File: src/rtl/ubt_pkg.sv
package ubt_pkg;

   typedef enum logic [1:0] {
      ADJ_NOMINAL = 2'd0,
      ADJ_WIDEN   = 2'd1,
      ADJ_INERT   = 2'd2,
      ADJ_NARROW  = 2'd3
   } adj_code_e;

   // Slot length in oversample ticks for a given code and nominal ratio.
   function automatic int unsigned slot_ticks(input adj_code_e code, input int unsigned osr);
      case (code)
         ADJ_WIDEN:  return osr + 1;
         ADJ_NARROW: return osr - 1;
         default:    return osr;
      endcase
   endfunction

endpackage

File: src/rtl/ubt_prescale.sv
module ubt_prescale #(
   parameter int DIV_W = 16
) (
   input  logic             clk,
   input  logic             rst_n,
   input  logic             start,
   input  logic             run,
   input  logic [DIV_W-1:0] divisor,
   output logic             tick
);
   logic [DIV_W-1:0] cnt;

   assign tick = run && !start && (cnt == divisor);

   always_ff @(posedge clk or negedge rst_n) begin
      if (!rst_n)
         cnt <= '0;
      else if (start || !run)
         cnt <= '0;
      else if (cnt == divisor)
         cnt <= '0;
      else
         cnt <= cnt + 1'b1;
   end
endmodule

File: src/rtl/ubt_slot_len.sv
module ubt_slot_len
   import ubt_pkg::*;
#(
   parameter int MAX_SLOTS = 12,
   parameter int OSR       = 16,
   parameter int SLOT_W    = 4,
   parameter int TW        = 5
) (
   input  logic [2*MAX_SLOTS-1:0] adjust,
   input  logic [SLOT_W-1:0]      slot,
   output logic [TW-1:0]          len,
   output logic [TW-1:0]          mid
);
   logic [TW-1:0] lens [MAX_SLOTS];

   for (genvar i = 0; i < MAX_SLOTS; i++) begin : g_slot
      always_comb lens[i] = TW'(slot_ticks(adj_code_e'(adjust[2*i +: 2]), OSR));
   end

   always_comb begin
      len = TW'(OSR);
      for (int i = 0; i < MAX_SLOTS; i++)
         if (slot == SLOT_W'(i)) len = lens[i];
      mid = len >> 1;
   end
endmodule

File: src/rtl/ubt_slot_seq.sv
module ubt_slot_seq #(
   parameter int MAX_SLOTS = 12,
   parameter int SLOT_W    = 4,
   parameter int TW        = 5
) (
   input  logic              clk,
   input  logic              rst_n,
   input  logic              start,
   input  logic              tick,
   input  logic [SLOT_W-1:0] frame_len,
   input  logic [TW-1:0]     len,
   input  logic [TW-1:0]     mid,
   output logic              bit_end,
   output logic              sample,
   output logic [SLOT_W-1:0] slot,
   output logic              active
);
   logic [TW-1:0]     tcnt;
   logic [SLOT_W-1:0] eff_len;
   logic              last;

   always_comb begin
      if (frame_len == '0)
         eff_len = SLOT_W'(1);
      else if (frame_len > SLOT_W'(MAX_SLOTS))
         eff_len = SLOT_W'(MAX_SLOTS);
      else
         eff_len = frame_len;
   end

   assign last    = (slot == eff_len - 1'b1);
   assign bit_end = tick && (tcnt == len - 1'b1);
   assign sample  = tick && (tcnt == mid - 1'b1);

   always_ff @(posedge clk or negedge rst_n) begin
      if (!rst_n) begin
         active <= 1'b0;
         slot   <= '0;
         tcnt   <= '0;
      end else if (start) begin
         active <= 1'b1;
         slot   <= '0;
         tcnt   <= '0;
      end else if (tick) begin
         if (tcnt == len - 1'b1) begin
            tcnt <= '0;
            if (last) begin
               active <= 1'b0;
               slot   <= '0;
            end else begin
               slot <= slot + 1'b1;
            end
         end else begin
            tcnt <= tcnt + 1'b1;
         end
      end
   end
endmodule

File: src/rtl/bit_jitter_timer.sv
module bit_jitter_timer #(
   parameter int DIV_W     = 16,
   parameter int MAX_SLOTS = 12,
   parameter int OSR       = 16,
   parameter int SLOT_W    = 4
) (
   input  logic                   clk,
   input  logic                   rst_n,
   input  logic                   frame_start,
   input  logic [DIV_W-1:0]       divisor,
   input  logic [2*MAX_SLOTS-1:0] adjust,
   input  logic [SLOT_W-1:0]      frame_len,
   output logic                   os_tick,
   output logic                   bit_end,
   output logic                   sample_stb,
   output logic [SLOT_W-1:0]      slot_idx,
   output logic                   active
);
   localparam int TW = $clog2(OSR + 2);

   if (OSR < 4) begin : g_bad_osr
      $error("OSR must be at least 4");
   end
   if (MAX_SLOTS < 1 || MAX_SLOTS > (2**SLOT_W) - 1) begin : g_bad_slots
      $error("MAX_SLOTS does not fit SLOT_W");
   end
   if (DIV_W < 1) begin : g_bad_div
      $error("DIV_W must be positive");
   end

   logic [TW-1:0] cur_len, cur_mid;

   ubt_prescale #(.DIV_W(DIV_W)) u_pre (
      .clk     (clk),
      .rst_n   (rst_n),
      .start   (frame_start),
      .run     (active),
      .divisor (divisor),
      .tick    (os_tick)
   );

   ubt_slot_len #(.MAX_SLOTS(MAX_SLOTS), .OSR(OSR), .SLOT_W(SLOT_W), .TW(TW)) u_len (
      .adjust (adjust),
      .slot   (slot_idx),
      .len    (cur_len),
      .mid    (cur_mid)
   );

   ubt_slot_seq #(.MAX_SLOTS(MAX_SLOTS), .SLOT_W(SLOT_W), .TW(TW)) u_seq (
      .clk       (clk),
      .rst_n     (rst_n),
      .start     (frame_start),
      .tick      (os_tick),
      .frame_len (frame_len),
      .len       (cur_len),
      .mid       (cur_mid),
      .bit_end   (bit_end),
      .sample    (sample_stb),
      .slot      (slot_idx),
      .active    (active)
   );
endmodule

File: config.mk
export PLATFORM = sky130hd
export DESIGN_NAME = bit_jitter_timer
export DESIGN_NICKNAME = d
export VERILOG_FILES = /design/src/rtl/ubt_pkg.sv /design/src/rtl/ubt_prescale.sv /design/src/rtl/ubt_slot_len.sv /design/src/rtl/ubt_slot_seq.sv /design/src/rtl/bit_jitter_timer.sv
export SDC_FILE = /design/constraint.sdc
export NUM_CORES = 1
export LEC_CHECK = 0
export BUFFER_PORTS_ARGS = -buffer_cell sky130_fd_sc_hd__buf_2
export CORE_MARGIN = 10
export CORE_UTILIZATION = 56
export CTS_BUF_LIST = sky130_fd_sc_hd__clkbuf_4
export CTS_CLUSTER_DIAMETER = 30
export DETAILED_ROUTE_END_ITERATION = 7
export GPL_TIMING_DRIVEN = 0
export PLACE_DENSITY = 0.92
export SLEW_MARGIN = 10
export SYNTH_ARGS = -nofsm -noshare
export SYNTH_HDL_FRONTEND = slang
export SYNTH_SLANG_ARGS = --single-unit
File: constraint.sdc
create_clock -name clk -period 4.7 [get_ports clk]
set_clock_uncertainty 0.1 [all_clocks]
set_input_delay 1.175 -clock clk [delete_from_list [all_inputs] [get_ports clk]]
set_output_delay 1.175 -clock clk [all_outputs]
set_load 0.01 [all_outputs]
==> run metrics, run 1 <==
run status finished with violations; failing checks negative setup slack; fin util 0.745; clock root cell clkbuf_4; global route overflow 0; hold crit path type register to register; max_cap viols 0; most common cell after layout, fill and taps aside buf_2; Final Max Slew Viols 0; pwr dens 144 mW/mm^2; Site Rows 23; dpl hpwl 4.56 mm; WP buf/inv 3; critical path type register to output port; f_max 211 MHz; maximum vdd drop 124 uV; number of flops mapped to enable cells by yosys 0; switching part of the total 0.285; Largest delay share family, worst path compound AO/OA/AOI/OAI gates; Avg Inst Size Synth 8.49 sq um; yosys warns 0; final wirelength 6.61 mm; core area 0.00397 sq mm; CP startpoint kind register; Fin. Hold Viols 0; share of post-route cells with drive strength above 1 0.340; clock share of power 0.230; clk sinks 26; Crit. End Element output port; Rel. slew slack 0.627; n_diodes 0; cts hold-fix bufs 0; htree depth 1; GPL Wtd Cong 0.898; Syn-to-layout area delta 30.1%; DRC violations left 0; initial antenna violation count 0; Final nets 402; Routed WL per cell 16.8 microns; Initial DRC Count 97; largest net degree at the start of global routing 27; Netlist Area Pre-Place 0.00228 sq mm; CP cell instances inv_1, ha_2, nand3b_1, a21oi_1, o211a_1, nor2_2, o22a_1, o221a_2, ha_1, xor2_1, nand3_1, a211o_1, inv_2, buf_6; FFs w/ async S/R, synth 1.00; Synth Register Bits 26; later-pin clock latency in the skew report 0.33 ns; Largest stage delay, worst path 0.51 ns; vias in the first global route 2220; clk buf depth 2; Syn Nets 325; first-pass GRT wire length 9.83 mm; Final TNS setup -0.0289 ns; total track usage 0.160; cell count after synthesis 268; final setup fails 1; P_int 0.304 mW; RSZ-0062 raised after global routing true; period utilization 1.01; clock slew at reported path FFs 0.14 ns; vias per cell 5.92; Critical Path Slowest Stage Cell dfrtp_2; commonest non-fill, non-tap cells in the layout buf_2, nor2_1, xnor2_1, dfrtp_1, nand3_1; Leak 1.26 nW; synth unique cells 59; Comb power frac 0.220; port buffer count 52; die height 83.8 microns; Synth Area in Simple Gates 0.247; P_sw 0.121 mW; Post-Synth XOR/XNOR Area 0.152; ys flop type dfrtp_1; post-synthesis sequential area ratio 0.286; CTS buffer count 3; adder-cell share of the synthesized area 0.0550; post-synthesis compound-gate area fraction 0.200; first-pass iteration count of the detailed router 5; critical-path maximum fanout 7; multiplexer share of the synthesized area 0.0115; Vias 2332; CP arrival 3.45 ns; DRT antenna net count 0; die width 83.8 microns; Seq pwr share 0.550; Final WS setup -0.0289 ns; Worst-Margin Slew 0.560 ns; DIE AREA 0.00701 sq mm; CTS tree built; initial core utilization 0.573; largest family of logic cells by synthesized area simple AND/OR/NAND/NOR gates; I/O pins 55; Tmin final 4.73 ns; required time of the critical path 3.42 ns
[power by group through the flow]
stage                     Clock (mW)  Combinational [mW]  Sequential, mW
final                         0.0979              0.0936           0.234
after global routing           0.109               0.103           0.235
after CTS                      0.101              0.0873           0.234
after detailed placement           0              0.0840           0.238
after global placement             0              0.0808           0.237
after floorplan                    0              0.0488           0.236
[through the flow]
step | hold slack [ns] | cell area (sq um) | cells | total power [mW] | setup slack (ns)
2_1_floorplan | 0.407 | 2280 | 268 | 0.285 | 0.130
3_3_place_gp | 0.459 | 2600 | 370 | 0.318 | -0.276
3_5_place_dp | 0.462 | 2600 | 370 | 0.322 | -0.345
4_1_cts | 0.490 | 2730 | 381 | 0.421 | 0.0164
5_1_grt | 0.511 | 2960 | 394 | 0.447 | -0.186
6_report | 0.483 | 2960 | 394 | 0.425 | -0.0289
[worst reg2reg max path, stage by stage (launching register included)]
cell and delay, ns:
dfrtp_2 0.51, inv_1 0.18, ha_2 0.28, nand3b_1 0.11, a21oi_1 0.25, o211a_1 0.22
nor2_2 0.06, o22a_1 0.22, o221a_2 0.26, ha_1 0.30, xor2_1 0.13, nand3_1 0.11
buf_4 0.15, buf_4 0.14, a211oi_1 0.32, mux2_2 0.39
[synth_stat cells, types with 4 or more instances]
| library cell | n | area (sq um) |
|---|---|---|
| nor2_1 | 34 | 128 |
| dfrtp_1 | 26 | 651 |
| xnor2_1 | 24 | 210 |
| nand3_1 | 20 | 100 |
| nand2_1 | 17 | 63.8 |
| xor2_1 | 13 | 114 |
| inv_1 | 12 | 45.0 |
| ha_1 | 10 | 125 |
| nand4_1 | 9 | 56.3 |
| buf_2 | 7 | 35.0 |
| o21ai_0 | 7 | 35.0 |
| a21oi_1 | 6 | 30.0 |
| nor2b_1 | 6 | 37.5 |
| o31ai_1 | 5 | 37.5 |
| a31oi_1 | 4 | 25.0 |
| clkbuf_1 | 4 | 15.0 |
| nand2b_1 | 4 | 25.0 |
[cell type report]
cell class                 instances  area [sq um]
buffer                            12          86.3
clock buffer                       3          22.5
clock inverter                     1          3.75
fill                             286          1010
inverter                          13          48.8
multi-input combinational        217          1640
sequential                        26           653
tap                               50          62.6
timing repair buffer              72           440
[cell families (layout without fill, tap and decap cells)]
kind of cell | after synthesis | after routing
DFF | 26 | 26
and+or+nand+nor | 110 | 110
buffers and inverters | 25 | 101
AOI/OAI and AO/OA | 57 | 57
xor gates and xnor gates | 38 | 38
muxes | 2 | 2
adders and majority gates | 10 | 10
[metal layers]
layer	GRT usage	wire [microns]	share of wire
met5	0	0	0
met3	0.0371	551	0.083
met1	0.187	2570	0.39
met2	0.275	3280	0.50
met4	0.0624	208	0.031
[registers in the layout (all words and copies together) (netlist names)]
signal	cells
u_seq.slot	4
u_pre.cnt	16
u_seq.tcnt	5
u_seq.active	1
[worst paths after layout]
path / startpoint / to / slack (ns) / cells past startpoint
max: u_seq.slot[0] / bit_end / -0.03 / 14
min: u_seq.active / u_seq.active / 0.48 / 2
min reg2reg: u_seq.active / u_seq.active / 0.48 / 2
max reg2reg: u_seq.slot[0] / u_seq.slot[0] / 0.89 / 15
max in group asynchronous: rst_n / u_seq.slot[0] / 3.39 / 1
min in group asynchronous: rst_n / u_seq.tcnt[2] / 0.71 / 1
[timing repair]
item                       in CTS  in global routing
pin swaps                       7                 18
gates resized for setup        14                 34
setup buffers                   7                 13
setup endpoints to repair       1                  1
Note: power is estimated with default switching activity, not from simulation.
==> inputs of run 2 (changes only) <==
--- a/config.mk
+++ b/config.mk
@@ -11,7 +11,7 @@
 export CTS_BUF_LIST = sky130_fd_sc_hd__clkbuf_4
 export CTS_CLUSTER_DIAMETER = 30
 export DETAILED_ROUTE_END_ITERATION = 7
-export GPL_TIMING_DRIVEN = 0
+export GPL_TIMING_DRIVEN = 1
 export PLACE_DENSITY = 0.92
 export SLEW_MARGIN = 10
 export SYNTH_ARGS = -nofsm -noshare
==> run 2 against run 1 <==
Effect of this change:
- the flow now finishes without violations
- register-to-register slack improved by 0.18 ns
- sequential power about the same
- combinational power down 4.7%
- die area is the same
- wire length is 12% lower
- clock power rose by 56%
- power up 12%
- design area down 5.5%
- non-clock buffer count shrank 15
- critical endpoint unchanged
==> run metrics, run 2 (synthesized netlist as in run 1, its figures left out) <==
commonest non-fill, non-tap cells in the layout buf_2, nor2_1, xnor2_1, dfrtp_1, nand3_1; pwr dens 170 mW/mm^2; R2R cell count 15; met3 WL 431 microns; vias in the first global route 2237; Critical Path Slowest Stage Cell or3_1; Tmin final 4.67 ns; final wirelength 5.84 mm; Syn-to-layout area delta 22.9%; Largest stage delay, worst path 0.33 ns; Rel. slew slack 0.608; CP arrival 3.40 ns; worst hold margin 0.487 ns; Final Max Slew Viols 0; Crit. End Element output port; cts hold-fix bufs 0; Hold Crit Depth 2; port buffer count 54; flop2flop setup slack 1.07 ns; die height 83.8 microns; htree depth 1; core area 0.00397 sq mm; Top reg by flops u_pre.cnt; Leak 1.19 nW; worst hold start u_pre.cnt[15]; clock root cell clkbuf_4; uppermost layer routed met4; run status finished, final reports clean; global route overflow 0; Fin. Hold Viols 0; most common cell after layout, fill and taps aside buf_2; clock slew at reported path FFs 0.14 ns; RR Endpoint u_seq.slot[2]; # placed instances 372; max_cap viols 0; DIE AREA 0.00701 sq mm; met2 wire len 2.88 mm; initial core utilization 0.573; clk buf depth 2; Hold EP u_pre.cnt[15]; total track usage 0.153; final setup fails 0; wl on met1 2.46 mm; largest registers u_pre.cnt: 16 flops, u_seq.tcnt: 5 flops, u_seq.slot: 4 flops; maximum vdd drop 180 uV; first-pass GRT wire length 9.54 mm; RSZ-0062 raised after global routing true; CP dominant cell by count buf_6; DRC violations left 0; required time of the critical path 3.42 ns; vias per cell 5.83; power consumption 0.476 mW; clk sinks 26; Initial DRC Count 113; Reg2Reg Launch Point u_seq.slot[1]; period utilization 0.994; Final nets 387; Vias 2210; dpl hpwl 4.45 mm; f_max 214 MHz; CTS tree built; share of post-route cells with drive strength above 1 0.313; first-pass iteration count of the detailed router 4; n_diodes 0; GPL Wtd Cong 0.869; die width 83.8 microns; largest net degree at the start of global routing 27; Worst-Margin Slew 0.587 ns; initial antenna violation count 0; critical-path maximum fanout 2; hold crit path type register to register; non-filler cells, final 379; CP cell instances buf_6, a22oi_2, nand2_1, o211a_1, nor2_2, o22a_1, o221ai_2, ha_2, or3_1, o21ai_1, nand3_1, a211o_1, inv_2, buf_6; later-pin clock latency in the skew report 0.33 ns; Routed WL per cell 15.4 microns; critical path type primary input to output port; I/O pins 55; Site Rows 23; DRT antenna net count 0; CP startpoint kind primary input; CTS buffer count 3; max FFs per register 16
## run 2: critical path, delay by kind of cell
family | cells | cell delay, ns
AO/OA/AOI/OAI | 6 | 1.12
AND/OR/NAND/NOR | 4 | 0.63
buffers and inverters | 3 | 0.26
adder cells (fa/ha/maj) | 1 | 0.20
## run 2: per-layer routing
metal,up-vias,GRT usage
li1,1084,-
met1,1039,0.175
met2,79,0.259
met3,8,0.0449
met4,0,0.0624
met5,-,0
## run 2: through the flow
stage / area, sq um / setup slack, ns / setup TNS (ns) / util
2_1_floorplan: 2280 / 0.130 / 0 / -
3_3_place_gp: 2640 / -0.0554 / -0.0554 / 0.664
3_5_place_dp: 2640 / -0.116 / -0.116 / 0.664
4_1_cts: 2720 / 0.00623 / 0 / 0.685
5_1_grt: 2800 / -0.101 / -0.101 / 0.704
6_report: 2800 / 0.0285 / 0 / 0.704
## run 2: layout make-up
class                           count  area [sq um]
Sequential cell                    26           653
Fill cell                         313          1170
Tap cell                           50          62.6
Multi-Input combinational cell    217          1580
Timing Repair Buffer               69           395
Clock buffer                        3          22.5
Clock inverter                      1          30.0
Inverter                           13          48.8
## run 2: timing repair
item,in CTS,in global routing
pin swaps,5,1
resized for setup,9,13
gates cloned,0,0
setup endpoints to repair,1,1
buffers inserted,0,3
## run 2: report_power, final
part           switching, mW  internal (mW)  total [mW]  leakage [nW]
Combinational         0.0451         0.0441      0.0892         0.807
Clock                 0.0668         0.0863       0.153        0.0279
Sequential           0.00631          0.227       0.234         0.351
Total                  0.118          0.358       0.476          1.19
## run 2: how the worst max path moves through the flow
stage	cells past startpoint	from	endpoint
floorplan	12	adjust[14]	bit_end
global placement	14	adjust[14]	bit_end
detailed placement	14	adjust[14]	bit_end
CTS	13	u_seq.slot[0]	bit_end
global route	15	u_seq.slot[1]	bit_end
finish	14	adjust[14]	bit_end
